===== src/rtl/wiper_pkg.sv =====
package wiper_pkg;

  typedef struct packed {
    logic shiftEn;
    logic loadEn;
    logic serialBit;
  } wiperStrobe_t;

  function automatic int wordBits(bit smallLadder);
    return smallLadder ? 6 : 8;
  endfunction

  function automatic int tapCount(bit smallLadder);
    return smallLadder ? 33 : 256;
  endfunction

  function automatic int midCode(bit smallLadder);
    return smallLadder ? 16 : 128;
  endfunction

endpackage


===== src/rtl/wiper_sync.sv =====
module wiper_sync #(
  parameter int W = 1,
  parameter logic [W-1:0] RST_VAL = '0
) (
  input  logic         clk,
  input  logic         rstN,
  input  logic [W-1:0] din,
  output logic [W-1:0] dout
);
  logic [W-1:0] stage1;

  always_ff @(posedge clk or negedge rstN) begin
    if (!rstN) begin
      stage1 <= RST_VAL;
      dout   <= RST_VAL;
    end else begin
      stage1 <= din;
      dout   <= stage1;
    end
  end
endmodule


===== src/rtl/wiper_ctrl.sv =====
module wiper_ctrl
  import wiper_pkg::*;
(
  input  logic         clk,
  input  logic         rstN,
  input  logic         sclk,
  input  logic         csN,
  input  logic         sdi,
  output wiperStrobe_t strobe
);
  logic [2:0] syncd;
  logic       sclkPrev;
  logic       csPrev;

  // bit order: sclk, csN, sdi; select idles high
  wiper_sync #(.W(3), .RST_VAL(3'b010)) uSync (
    .clk  (clk),
    .rstN (rstN),
    .din  ({sclk, csN, sdi}),
    .dout (syncd)
  );

  always_ff @(posedge clk or negedge rstN) begin
    if (!rstN) begin
      sclkPrev <= 1'b0;
      csPrev   <= 1'b1;
    end else begin
      sclkPrev <= syncd[2];
      csPrev   <= syncd[1];
    end
  end

  always_comb begin
    strobe.shiftEn   = syncd[2] & ~sclkPrev & ~syncd[1];
    strobe.loadEn    = syncd[1] & ~csPrev;
    strobe.serialBit = syncd[0];
  end
endmodule


===== src/rtl/wiper_datapath.sv =====
module wiper_datapath
  import wiper_pkg::*;
#(
  parameter bit SMALL_LADDER = 1'b0,
  localparam int WORD_W   = wordBits(SMALL_LADDER),
  localparam int NUM_TAPS = tapCount(SMALL_LADDER)
) (
  input  logic                clk,
  input  logic                rstN,
  input  wiperStrobe_t        strobe,
  input  logic                shdnN,
  output logic [WORD_W-1:0]   latchCode,
  output logic [NUM_TAPS-1:0] tapSel,
  output logic                aSwitchEn,
  output logic                wiperShortB
);
  localparam int TOP_TAP = NUM_TAPS - 1;
  localparam logic [WORD_W-1:0] MID = WORD_W'(midCode(SMALL_LADDER));

  logic [WORD_W-1:0] shiftReg;
  logic [WORD_W-1:0] effCode;

  always_ff @(posedge clk or negedge rstN) begin
    if (!rstN) begin
      shiftReg  <= '0;
      latchCode <= MID;
    end else begin
      if (strobe.shiftEn) shiftReg <= {shiftReg[WORD_W-2:0], strobe.serialBit};
      if (strobe.loadEn)  latchCode <= shiftReg;
    end
  end

  // codes past the last tap clamp to it (33-position ladder only)
  always_comb begin
    if (int'(latchCode) > TOP_TAP) effCode = WORD_W'(TOP_TAP);
    else                           effCode = latchCode;
  end

  for (genvar i = 0; i < NUM_TAPS; i++) begin : gTap
    assign tapSel[i] = shdnN ? (effCode == WORD_W'(i)) : 1'(i == 0);
  end

  assign aSwitchEn   = shdnN;
  assign wiperShortB = ~shdnN;
endmodule


===== src/rtl/wiper_pos_ctrl.sv =====
module wiper_pos_ctrl
  import wiper_pkg::*;
#(
  parameter bit SMALL_LADDER = 1'b0,
  localparam int WORD_W   = wordBits(SMALL_LADDER),
  localparam int NUM_TAPS = tapCount(SMALL_LADDER)
) (
  input  logic                clk,
  input  logic                rstN,
  input  logic                sclk,
  input  logic                csN,
  input  logic                sdi,
  input  logic                shdnN,
  output logic [NUM_TAPS-1:0] tapSel,
  output logic                aSwitchEn,
  output logic                wiperShortB
);
  wiperStrobe_t      strobe;
  logic [WORD_W-1:0] latchCode;
  logic              loadPulse;

  assign loadPulse = strobe.loadEn;

  wiper_ctrl uCtrl (
    .clk    (clk),
    .rstN   (rstN),
    .sclk   (sclk),
    .csN    (csN),
    .sdi    (sdi),
    .strobe (strobe)
  );

  wiper_datapath #(.SMALL_LADDER(SMALL_LADDER)) uPath (
    .clk         (clk),
    .rstN        (rstN),
    .strobe      (strobe),
    .shdnN       (shdnN),
    .latchCode   (latchCode),
    .tapSel      (tapSel),
    .aSwitchEn   (aSwitchEn),
    .wiperShortB (wiperShortB)
  );
endmodule


===== config.mk =====
export PLATFORM = sky130hd
export DESIGN_NAME = wiper_pos_ctrl
export DESIGN_NICKNAME = d
export VERILOG_FILES = /design/src/rtl/wiper_pkg.sv /design/src/rtl/wiper_sync.sv /design/src/rtl/wiper_ctrl.sv /design/src/rtl/wiper_datapath.sv /design/src/rtl/wiper_pos_ctrl.sv
export SDC_FILE = /design/constraint.sdc
export NUM_CORES = 1
export LEC_CHECK = 0
export ABC_AREA = 1
export BUFFER_PORTS_ARGS = -buffer_cell sky130_fd_sc_hd__buf_4
export CELL_PAD_IN_SITES_DETAIL_PLACEMENT = 0
export CELL_PAD_IN_SITES_GLOBAL_PLACEMENT = 1
export CORE_ASPECT_RATIO = 0.5
export CORE_MARGIN = 2
export CORE_UTILIZATION = 21
export CTS_BUF_LIST = sky130_fd_sc_hd__clkbuf_2 sky130_fd_sc_hd__clkbuf_4 sky130_fd_sc_hd__clkbuf_8
export CTS_CLUSTER_DIAMETER = 150
export DETAILED_ROUTE_END_ITERATION = 8
export GPL_TIMING_DRIVEN = 1
export HOLD_SLACK_MARGIN = 0.03
export PLACE_DENSITY_LB_ADDON = 0.1
export SLEW_MARGIN = 20
export SYNTH_ARGS = -nofsm -noshare
export SYNTH_HDL_FRONTEND = slang
export SYNTH_HIERARCHICAL = 1
export SYNTH_SLANG_ARGS = --single-unit

===== constraint.sdc =====
create_clock -name clk -period 1.9 [get_ports clk]
set_input_delay 0.19 -clock clk [delete_from_list [all_inputs] [get_ports clk]]
set_output_delay 0.19 -clock clk [all_outputs]
set_load 0.02 [all_outputs]

Word level (Yosys, flattened, before mapping). Index checks and enable logic that the tools add are counted. Widths: inputs -> output; s select.

Register bits after elaboration: 24. Word-level logic and storage cells: 525. Output and inout port bits: 258. Input bits: 6.

Bitwise operators: 7. Multiplexer cells: 256. Eq/ne operators: 255. Reductions and logical operators: 1.

Operators by type and width (count): $eq 8x8->1 const B (128); $eq 8x7->1 const B (64); $eq 8x6->1 const B (32); $mux 1 (256); $eq 8x5->1 const B (16); $eq 8x4->1 const B (8); $eq 8x3->1 const B (4); $eq 8x2->1 const B (2); $eq 8x1->1 const B (1); $logic_not 8->1 (1); $not 1->1 (4); $and 1x1->1 (3).

Longest topological paths before layout.
Word-level depth: 3. Depth in mapped cells: 6. Gate-level depth less buffers: 5.

Cells and area by module. Netlist, hierarchy kept.

By module, submodules not included: wiper_datapath (instances 1, sequential area each 401.6 um2, area an instance 2272.2 um2, cells an instance 423); wiper_sync (instances 1, sequential area each 152.6 um2, area an instance 152.6 um2, cells an instance 6); wiper_ctrl (instances 1, sequential area each 51.3 um2, area an instance 71.3 um2, cells an instance 6).

Worst setup path after synthesis. No wires, ideal clock.

Path type: flip-flop to output port. From: reg uPath.latchCode[2]. To: out tapSel[0]. Path buffers: 0. Cell stages (with the launch flop): 4. Arrival time: 1470 ps. Data required time: 1710 ps. Path slack: 240 ps. Cells stage by stage: dfrtp_1 > nor2_2 > nand2_1 > o21ai_0.

Longest elaborated chain between the ends: 2.

Ends and longest elaborated chain: from (decl) (line wiper_datapath.sv:12) `output logic [WORD_W-1:0] latchCode,`; from (signal assigned) (line wiper_datapath.sv:29) `if (strobe.loadEn) latchCode <= shiftReg;`; $logic_not 8->1 (line wiper_datapath.sv:40) `assign tapSel[i] = shdnN ? (effCode == WORD_W'(i)) : 1'(i == 0);`; $mux 1 (line wiper_datapath.sv:40); to (decl) (line wiper_pos_ctrl.sv:14) `output logic [NUM_TAPS-1:0] tapSel,`.

No other way between the ends.

Worst setup path in the final report.
From: reg uPath.latchCode[2]. To: out tapSel[8].

Longest elaborated chain between the ends: 2.

Ends and longest elaborated chain (line): $eq 8x4->1 (wiper_datapath.sv:40); $mux 1 (wiper_datapath.sv:40).

No other way between the ends.

==> flow_metrics.env <==
export IMPL_status="finished clean"
export IMPL_gr_usage_all_layers=0.1887
export IMPL_antenna_found_initial=0
export IMPL_synth_top_flop_cell="dfrtp_1"
export IMPL_period_share=0.9546
export IMPL_cp_required_ns=1.71
export IMPL_avgSynthCellArea_um2=5.738
export IMPL_fp_dieH_um=81.09
export IMPL_crit_path_end_kind="output port"
export IMPL_ys_seq_area_frac=0.2426
export IMPL_fillers=1271
export IMPL_cts_buffers=3
export IMPL_die_area_mm2=0.01283
export IMPL_yosys_area_top_type="nor2_1"
export IMPL_path_max_fanout=12
export IMPL_worst_pin_slew_ns=0.4999
export IMPL_wl_um=14100
export IMPL_ys_warn_count=6
export IMPL_fin_skew_ns=0.002657
export IMPL_path_class="reg2out"
export IMPL_cap_viol_max_count=0
export IMPL_whs_ns=0.3480
export IMPL_power_leakage_uw=0.002313
export IMPL_startpoint_type="flop"
export IMPL_grt_pass1_wl_um=18570
export IMPL_setup_viol=0
export IMPL_rsz0062_at_grt="true"
export IMPL_yosys_top_cells_count="257 x nor2_1, 48 x nand2_1, 20 x dfrtp_1, 17 x clkbuf_1"
export IMPL_dr_pass1_iters=4
export IMPL_clockBufferDepth=2
export IMPL_final_cell_area_mm2=0.005011
export IMPL_port_buffers=263
export IMPL_setup_tns_ns=0
export IMPL_core_area_mm2=0.01170
export IMPL_clkTransAtPathRegs_ns=0.08
export IMPL_routed_via_density=4.156
export IMPL_min_period_ns=1.814
export IMPL_diodes=0
export IMPL_clk_latency_ns=0.26
export IMPL_drc=0
export IMPL_nets=715
export IMPL_p_per_area_mw_per_mm2=452.3
export IMPL_initial_core_util=0.2133
export IMPL_final_max_slew_viol_count=0
export IMPL_grt_pass1_vias=2983
export IMPL_fmax_ghz=0.5513
export IMPL_max_vdd_ir_drop_mv=0.5857
export IMPL_synth_seq_cells=24
export IMPL_drive_above_1_share=0.5071
export IMPL_yosysMostFrequentCell="nor2_1"
export IMPL_synth_distinct_cells=19
export IMPL_grt_overflow=0
export IMPL_hold_violations=0
export IMPL_syn_num_nets=441
export IMPL_gp_congestion=0.8001
export IMPL_ant_nets=0
export IMPL_num_vias=3628
export IMPL_rows=28
export IMPL_synth_edf_count=0
export IMPL_area_growth_pct=100.8
export IMPL_cp_arrival_ns=1.62
export IMPL_wl_per_cell_um=16.15
export IMPL_synth_area_mm2=0.002496
export IMPL_cts_num_sinks=24
export IMPL_root_buffer="clkbuf_8"
export IMPL_hold_path_class="in2async"
export IMPL_maxSlewHeadroom=0.6664
export IMPL_synth_async_sr_flop_share=1.000
export IMPL_die_x_um=158.2
export IMPL_dpl_cell_area_mm2=0.004636
export IMPL_place_hpwl_um=10340
export IMPL_final_util=0.4283
export IMPL_synth_area_leaders="nor2_1 39%, dfrtp_1 20%, nand2_1 7.2%, nand3_4 7.0%, dfstp_2 4.2%"
export IMPL_drt_iter0_drc=271
export IMPL_synth_top_area_share=0.3865
export IMPL_grt_max_degree=25
export IMPL_cts_tree="built"
export IMPL_ctsHtreeMaxLevel=1
export IMPL_ioPinCount=264
export IMPL_synthCells=435
path summary, 6_finish.rpt:
kind / depth (start not counted) / start / slack [ns] / end
worst max register to register: 4 / uCtrl/uSync/dout[1]$_DFF_PN1_ / 0.72 / uPath/shiftReg[3]$_DFFE_PN0P_
min in group clk: 0 / uCtrl/uSync/stage1[2]$_DFF_PN0_ / 0.36 / uCtrl/uSync/dout[2]$_DFF_PN0_
max in group asynchronous: 2 / rstN / 1.27 / uCtrl/uSync/dout[1]$_DFF_PN1_
worst min register to register: 0 / uCtrl/uSync/stage1[2]$_DFF_PN0_ / 0.36 / uCtrl/uSync/dout[2]$_DFF_PN0_
worst max-delay path: 7 / uPath/latchCode[2]$_DFFE_PN0P_ / 0.09 / tapSel[8]
worst min-delay path: 2 / rstN / 0.35 / uCtrl/uSync/stage1[2]$_DFF_PN0_
layout make-up:
| type | instances | area (um2) | share of cell area |
|---|---|---|---|
| clock buffer | 4 | 55.05 | 0.01099 |
| inverter | 19 | 71.32 | 0.01423 |
| multi-input combinational | 359 | 1725 | 0.3443 |
| sequential | 24 | 609.3 | 0.1216 |
| tap | 165 | 206.4 | 0.04120 |
| timing repair buffer | 302 | 2344 | 0.4677 |
kinds of logic (layout without fill, tap and decap cells):
logic type | count (synthesis) | after routing | synth area share
AOI/OAI and AO/OA | 17 | 17 | 0.03408
DFF | 24 | 24 | 0.2426
buffers and inverters | 56 | 325 | 0.1203
and+or+nand+nor | 338 | 342 | 0.6030
layout by cell type (no fill, tap or decap):
cell / n
o21ai_0: 14
dfrtp_2: 3
nand2_1: 47
buf_4: 292
inv_1: 13
clkbuf_8: 4
buf_12: 5
nor2_2: 17
nor2_4: 6
dfrtp_1: 17
a21oi_1: 3
buf_6: 1
inv_2: 6
nand3_1: 2
nor2_1: 249
dfstp_2: 4
dlygate4sd3_1: 4
nand3_4: 19
nand2_2: 2
critical path: stages (launching register included):
cell	delay, ns
dfrtp_1	0.41
buf_4	0.15
nor2_4	0.11
buf_12	0.14
nand3_4	0.09
buf_4	0.21
nor2_1	0.10
buf_4	0.15
flip-flops by register name, summed over array words and instances (netlist names):
register	flops
uPath/shiftReg	8
uCtrl/sclkPrev	1
uCtrl/uSync/dout	3
uCtrl/csPrev	1
uPath/latchCode	8
uCtrl/uSync/stage1	3
power by group:
part | internal (uW) | switching, uW | total, uW
registers | 603 | 79.3 | 682
logic | 409 | 837 | 1250
clock network | 185 | 153 | 338
timing repair:
| action | in CTS | in global routing |
|---|---|---|
| pin swaps | 2 | 7 |
| gates resized for setup | 3 | 24 |
| setup buffers | 4 | 6 |
| hold endpoints to repair | 23 | 0 |
| endpoints found under the setup margin | 80 | 239 |
| hold buffers | 4 | 0 |
| cloned | 0 | 4 |
metrics by stage:
| step | cells | total power (uW) | setup WS [ns] |
|---|---|---|---|
| detailed placement | 851 | 1668 | 0.2431 |
| floorplan | 435 | 1305 | 0.2400 |
| CTS | 863 | 2066 | -0.005771 |
| global route | 873 | 2400 | -0.02652 |
| finish | 873 | 2266 | 0.08622 |
| global placement | 851 | 1661 | 0.2731 |
metal layers:
metal / GRT usage / wire length [um]
met1: 0.2314 / 6044
met2: 0.3765 / 7403
met3: 0.009072 / 555
met4: 0.02613 / 91
met5: 0 / 0
Power figures use the tool's default switching activity.
